<file path="src/rtl/tlp_hdr_pkg.sv">
package tlp_hdr_pkg;

   localparam int DW_W    = 32;
   localparam int HDR_MAX = 4;
   localparam int IDX_W   = $clog2(HDR_MAX);

   typedef logic [DW_W-1:0] dword_t;
   typedef logic [HDR_MAX-1:0][DW_W-1:0] hdr_t;

   localparam logic [4:0] TYPE_MEM = 5'b00000;
   localparam logic [4:0] TYPE_IO  = 5'b00010;

   typedef struct packed {
      logic       write;
      logic       addr64;
      logic [4:0] ttype;
   } hdr_ctl_t;

   function automatic dword_t build_dw0(hdr_ctl_t c, logic [9:0] len);
      return {1'b0, c.write, c.addr64, c.ttype, 14'd0, len};
   endfunction

   function automatic dword_t build_dw1(logic [15:0] rid, logic [7:0] tag, logic [9:0] len);
      logic [3:0] lbe;
      lbe = (len == 10'd1) ? 4'h0 : 4'hF;
      return {rid, tag, lbe, 4'hF};
   endfunction

endpackage

</file>
<file path="src/rtl/tlp_req_classify.sv">
module tlp_req_classify
   import tlp_hdr_pkg::*;
#(
   parameter int ADDR_W = 36,
   parameter int LEN_W  = 10
)(
   input  logic [ADDR_W-33:0] addr_hi,
   input  logic               write,
   input  logic               io,
   input  logic [LEN_W-1:0]   len,
   input  logic               rc_mode,
   output hdr_ctl_t           ctl,
   output logic               legal
);
   logic above4g;
   logic len_one;
   logic io_ok;

   assign above4g = |addr_hi;
   assign len_one = (len == LEN_W'(1));
   assign io_ok   = rc_mode && !above4g && len_one;

   always_comb begin
      ctl.write  = write;
      ctl.addr64 = !io && above4g;
      ctl.ttype  = io ? TYPE_IO : TYPE_MEM;
      legal      = io ? io_ok : 1'b1;
   end
endmodule

</file>
<file path="src/rtl/tlp_hdr_format.sv">
module tlp_hdr_format
   import tlp_hdr_pkg::*;
#(
   parameter int ADDR_W = 36,
   parameter int LEN_W  = 10,
   parameter int TAG_W  = 8,
   parameter int RID_W  = 16
)(
   input  hdr_ctl_t           ctl,
   input  logic [ADDR_W-1:0]  addr,
   input  logic [LEN_W-1:0]   len,
   input  logic [TAG_W-1:0]   tag,
   input  logic [RID_W-1:0]   rid,
   output hdr_t               hdr,
   output logic [IDX_W-1:0]   last_idx
);
   dword_t     upper;
   dword_t     lower;
   logic [9:0] len10;

   generate
      if (ADDR_W == 64) begin : g_full_upper
         assign upper = addr[63:32];
      end else begin : g_pad_upper
         assign upper = 32'(addr[ADDR_W-1:32]);
      end
   endgenerate

   assign lower = addr[31:0] & ~32'h3;
   assign len10 = 10'(len);

   always_comb begin
      hdr[0]   = build_dw0(ctl, len10);
      hdr[1]   = build_dw1(16'(rid), 8'(tag), len10);
      hdr[2]   = ctl.addr64 ? upper : lower;
      hdr[3]   = ctl.addr64 ? lower : '0;
      last_idx = ctl.addr64 ? IDX_W'(3) : IDX_W'(2);
   end
endmodule

</file>
<file path="src/rtl/tlp_hdr_sequencer.sv">
module tlp_hdr_sequencer
   import tlp_hdr_pkg::*;
(
   input  logic             clk,
   input  logic             rst_n,
   input  logic             load,
   input  hdr_t             hdr_in,
   input  logic [IDX_W-1:0] last_in,
   output logic             busy,
   input  logic             out_ready,
   output dword_t           out_data,
   output logic             out_last
);
   hdr_t             hdr_q;
   logic [IDX_W-1:0] last_q;
   logic [IDX_W-1:0] idx_q;
   logic             busy_q;

   always_ff @(posedge clk or negedge rst_n) begin
      if (!rst_n) begin
         hdr_q  <= '0;
         last_q <= '0;
         idx_q  <= '0;
         busy_q <= 1'b0;
      end else if (load) begin
         hdr_q  <= hdr_in;
         last_q <= last_in;
         idx_q  <= '0;
         busy_q <= 1'b1;
      end else if (busy_q && out_ready) begin
         if (idx_q == last_q) begin
            busy_q <= 1'b0;
            idx_q  <= '0;
         end else begin
            idx_q <= idx_q + 1'b1;
         end
      end
   end

   assign busy     = busy_q;
   assign out_data = hdr_q[idx_q];
   assign out_last = busy_q && (idx_q == last_q);
endmodule

</file>
<file path="src/rtl/tlp_hdr_builder.sv">
module tlp_hdr_builder
   import tlp_hdr_pkg::*;
#(
   parameter int ADDR_W = 36,
   parameter int LEN_W  = 10,
   parameter int TAG_W  = 8,
   parameter int RID_W  = 16
)(
   input  logic              clk,
   input  logic              rst_n,
   input  logic              rc_mode,
   input  logic              req_valid,
   output logic              req_ready,
   input  logic [ADDR_W-1:0] req_addr,
   input  logic              req_write,
   input  logic              req_io,
   input  logic [LEN_W-1:0]  req_len,
   input  logic [TAG_W-1:0]  req_tag,
   input  logic [RID_W-1:0]  req_rid,
   output logic              hdr_valid,
   input  logic              hdr_ready,
   output logic [31:0]       hdr_data,
   output logic              hdr_last,
   output logic              err_pulse
);
   generate
      if (ADDR_W < 33 || ADDR_W > 64) begin : g_bad_addr_w
         $error("ADDR_W must lie in 33..64");
      end
      if (LEN_W < 1 || LEN_W > 10) begin : g_bad_len_w
         $error("LEN_W must lie in 1..10");
      end
      if (TAG_W < 1 || TAG_W > 8) begin : g_bad_tag_w
         $error("TAG_W must lie in 1..8");
      end
      if (RID_W < 1 || RID_W > 16) begin : g_bad_rid_w
         $error("RID_W must lie in 1..16");
      end
   endgenerate

   hdr_ctl_t         ctl;
   logic             legal;
   hdr_t             hdr;
   logic [IDX_W-1:0] last_idx;
   logic             busy;
   logic             accept;
   logic             err_q;

   tlp_req_classify #(.ADDR_W(ADDR_W), .LEN_W(LEN_W)) u_classify (
      .addr_hi (req_addr[ADDR_W-1:32]),
      .write   (req_write),
      .io      (req_io),
      .len     (req_len),
      .rc_mode (rc_mode),
      .ctl     (ctl),
      .legal   (legal)
   );

   tlp_hdr_format #(.ADDR_W(ADDR_W), .LEN_W(LEN_W), .TAG_W(TAG_W), .RID_W(RID_W)) u_format (
      .ctl      (ctl),
      .addr     (req_addr),
      .len      (req_len),
      .tag      (req_tag),
      .rid      (req_rid),
      .hdr      (hdr),
      .last_idx (last_idx)
   );

   assign req_ready = !busy;
   assign accept    = req_valid && req_ready;

   tlp_hdr_sequencer u_seq (
      .clk       (clk),
      .rst_n     (rst_n),
      .load      (accept && legal),
      .hdr_in    (hdr),
      .last_in   (last_idx),
      .busy      (busy),
      .out_ready (hdr_ready),
      .out_data  (hdr_data),
      .out_last  (hdr_last)
   );

   always_ff @(posedge clk or negedge rst_n) begin
      if (!rst_n) err_q <= 1'b0;
      else        err_q <= accept && !legal;
   end

   assign hdr_valid = busy;
   assign err_pulse = err_q;
endmodule

</file>
<file path="config.mk">
export PLATFORM = sky130hd
export DESIGN_NAME = tlp_hdr_builder
export DESIGN_NICKNAME = d
export VERILOG_FILES = /design/src/rtl/tlp_hdr_pkg.sv /design/src/rtl/tlp_req_classify.sv /design/src/rtl/tlp_hdr_format.sv /design/src/rtl/tlp_hdr_sequencer.sv /design/src/rtl/tlp_hdr_builder.sv
export SDC_FILE = /design/constraint.sdc
export NUM_CORES = 1
export LEC_CHECK = 0
export ABC_AREA = 1
export BUFFER_PORTS_ARGS = -buffer_cell sky130_fd_sc_hd__buf_2
export CORE_ASPECT_RATIO = 1.4
export CORE_MARGIN = 2
export CORE_UTILIZATION = 55
export CTS_CLUSTER_DIAMETER = 40
export DETAILED_ROUTE_END_ITERATION = 16
export PLACE_DENSITY = 0.77
export REMOVE_ABC_BUFFERS = 1
export SLEW_MARGIN = 25
export SYNTH_ARGS = -nofsm -noshare
export SYNTH_HDL_FRONTEND = slang
export SYNTH_HIERARCHICAL = 1
export SYNTH_SLANG_ARGS = --single-unit
</file>
<file path="constraint.sdc">
create_clock -name clk -period 1.75 [get_ports clk]
set_input_delay 0.175 -clock clk [delete_from_list [all_inputs] [get_ports clk]]
set_output_delay 0.175 -clock clk [all_outputs]
set_load 0.05 [all_outputs]
</file>
==> metrics.md <==
| Metric | Value |
|---|---|
| Initial DRC count | `roughly 410` |
| Crit path max fanout | `24` |
| GP Congestion | `0.8212` |
| Finished Core Util | `between 70 and 80%` |
| Crit path required time | `between 1.5 and 2 ns` |
| Slowest-stage cell, CP | `dfrtp_2` |
| Final net count | `roughly 1200` |
| Chip height | `139.4 µm` |
| Worst Setup End Kind | `primary output` |
| Pint | `10.91 mW` |
| Status | `finished with violations` |
| Post-Syn Instances | `roughly 1000` |
| Post-synthesis cell area | `0.007201 mm²` |
| Root Driver | `clkbuf_16` |
| Syn. warnings | `6` |
| Seq/Total Area, Yosys | `46.57%` |
| Max H-tree Level | `4` |
| Critical path, cell by cell | `buf_8 > o21ai_0 > o22ai_1 > buf_4` |
| Vias | `6515` |
| Seq cells post-synth | `between 100 and 150` |
| Crit path launch type | `flop` |
| Final setup fails | `33` |
| Worst Path Buf+Inv | `2` |
| Num CTS Buffers | `17` |
| Clk_skew | `between 0.01 and 0.015 ns` |
| Worst-Skew Late Latency | `just over 0.4 ns` |
| Violated checks | `setup timing` |
| Die footprint | `between 0.01 and 0.015 mm²` |
| Minimum clock period | `between 1.5 and 2 ns` |
| Sw Share | `between 40 and 50%` |
| Routed length per placed instance | `roughly 15 µm` |
| Hpwl dp | `10160 µm` |
| Sequential Power Share | `27.9%` |
| DRC errors left | `0` |
| Routed wire length | `between 15000 and 20000 µm` |
| Netlist cell types | `19` |
| Clock share of power | `20.4%` |
| Final Max Tran Viols | `0` |
| Global router's overall resource usage | `25.78%` |
| Port buffer count | `110` |
| Largest net degree at the start of global routing | `between 50 and 60` |
| GRT overflow | `0` |
| Critical path data arrival time | `1.75 ns` |
| Mean Syn Cell Area | `7.193 µm²` |
| Unrepaired setup endpoints after global routing | `true` |
| Area grow syn2layout | `29.44%` |
| Die X | `100.7 µm` |
| Number of global-route vias before repair | `about 6200` |
| Hold Crit Class | `in2reg` |
| Final worst path period share | `109.7%` |
| First-pass GRT wire length | `28780 µm` |
| Core area | `0.01281 mm²` |
| Critical path's top delay family | `flip-flops` |
| Final setup TNS | `-3.290 ns` |
| Critical path class | `reg2out` |
| Share of post-route cells with drive strength above 1 | `between 20% and 30%` |
| Reg clk slew, reported paths | `0.06 ns` |
| Fmax | `around 520 MHz` |
| Initial Utilization | `between 50% and 60%` |
| Post-DRT Antenna Nets | `0` |
| # diodes | `0` |
| Combinational share of power | `approximately 52%` |
| Initial antenna violation count | `0` |
| Bufs on Longest Clock Path | `2` |
| Worst vdd ir | `roughly 1100 µV` |
| Routed vias/inst | `around 5.1` |
| Cell area power density | `~2100 mW/mm²` |
| Final Hold Viols | `0` |
| CP peak stage delay | `about 0.49 ns` |
| # IOs | `113` |
| Clock sink count | `around 130` |
| Final WS setup | `-0.1706 ns` |
| Lkg Pwr | `5.235 nW` |
| CTS tree | `done` |
| # rows | `49` |
| Psw | `between 8 and 9 mW` |
| TritonRoute pass-1 iters | `6` |
| Max-cap violation count | `0` |
==> per-layer routing <==
layer  global-route usage, %  routed length (µm)  share of wire, %
met5                       0                   0                 0
met4                   8.580                 408               2.2
met3                   4.119                 956               5.1
met2                   45.65               10190                54
met1                   31.57                7327                39
==> path summary, 6_finish.rpt <==
| check | startpoint | end | slack [ns] | cells after the start |
|---|---|---|---|---|
| max in group asynchronous | rst_n | u_seq/hdr_q[63]$_DFFE_PN0P_ | 0.91 | 3 |
| min reg2reg | u_seq/hdr_q[78]$_DFFE_PN0P_ | u_seq/hdr_q[78]$_DFFE_PN0P_ | 0.47 | 2 |
| max | u_seq/idx_q[0]$_DFFE_PN0P_ | hdr_data[25] | -0.17 | 4 |
| min in group asynchronous | rst_n | u_seq/hdr_q[45]$_DFFE_PN0P_ | 0.23 | 2 |
| max reg2reg | u_seq/busy$_DFFE_PN0P_ | u_seq/idx_q[1]$_DFFE_PN0P_ | 0.25 | 9 |
| min | req_len[7] | u_seq/hdr_q[7]$_DFFE_PN0P_ | 0.01 | 3 |
==> timing repair <==
item                                    CTS  global route
gates resized for setup                  62            81
pin swaps                                12            16
endpoints found under the setup margin   33           166
hold endpoints to repair                 66             0
cloned                                    3             8
buffers inserted                          9             5
hold buffers                             30             0
==> registers in the layout (all words and copies together) (netlist names) <==
name / flops
u_seq/hdr_q: 128
u_seq/idx_q: 2
err_pulse: 1
u_seq/busy: 1
u_seq/last_q: 2
==> worst reg2reg max path: stages, from the launching register on <==
cell	delay [ns]
dfrtp_1	0.41
inv_2	0.08
nand2_2	0.07
nor2_4	0.21
clkinv_4	0.19
nand2_4	0.14
nand2_1	0.07
nand2_1	0.06
nand2_1	0.07
a21oi_2	0.12
==> power by group through the flow <==
stage	registers, mW	clock network (mW)	logic (mW)
after global routing	5.59	4.16	10.8
after CTS	5.29	4.02	9.04
after detailed placement	5.29	0	7.75
after floorplan	5.30	0	5.40
final	5.43	3.99	10.1
after global placement	5.23	0	7.64
==> cells in the mapped netlist <==
| cell | number | share of area [%] |
|---|---|---|
| clkbuf_1 | 9 | 0.47 |
| nand3_1 | 2 | 0.14 |
| clkbuf_4 | 2 | 0.21 |
| nor2_1 | 108 | 5.6 |
| buf_6 | 8 | 1.3 |
| o21ai_0 | 45 | 3.1 |
| buf_2 | 26 | 1.8 |
| conb_1 | 3 | 0.16 |
| o21ai_1 | 23 | 1.6 |
| a21oi_1 | 2 | 0.14 |
| and2_0 | 1 | 0.087 |
| buf_4 | 84 | 8.8 |
| nand2_1 | 447 | 23 |
| nand4_1 | 1 | 0.087 |
| nand2_2 | 1 | 0.087 |
| dfrtp_1 | 134 | 47 |
| inv_1 | 69 | 3.6 |
| o22ai_1 | 32 | 2.8 |
| inv_2 | 4 | 0.21 |
==> stage by stage <==
stage                     hold slack [ns]  setup slack (ns)  std cells  cell area (µm²)  power [mW]
final                             0.01225           -0.1706       1270             9320       19.50
after global placement             0.1127            0.1233       1187             7526       12.87
after global routing              0.01074           -0.2537       1270             9320       20.53
after CTS                        0.002892           -0.1589       1260             8856       18.34
after floorplan                   -0.1206            -6.435        895             6387       10.71
after detailed placement           0.1140           0.08648       1187             7526       13.04
==> kinds of logic (layout without fill, tap and decap cells) <==
logic type	Yosys count	in the layout	share of synthesized area (%)
other cells	3	26	0.1564
flops	134	134	46.57
compound gates	102	102	7.646
simple gates	560	560	29.33
buf+inv	202	295	16.30
==> layout by cell type, fill, tap and decap left out, types with 19 or more instances in the layout <==
master / count
conb_1: 26
clkbuf_16: 24
nand2_1: 444
o22ai_1: 19
buf_2: 75
dlygate4sd3_1: 29
buf_4: 37
inv_1: 69
buf_6: 20
o21ai_0: 34
nor2_1: 91
dfrtp_1: 132
==> area by class of cell <==
class,count,area [µm²]
Clock buffer,20,466.7
Clock inverter,11,196.4
Fill cell,938,3493
Inverter,73,286.5
Multi-Input combinational cell,688,3028
Sequential cell,134,3356
Tap cell,153,191.4
Timing Repair Buffer,190,1789
Timing Repair inverter,1,6.256
Power figures use the tool's default switching activity.
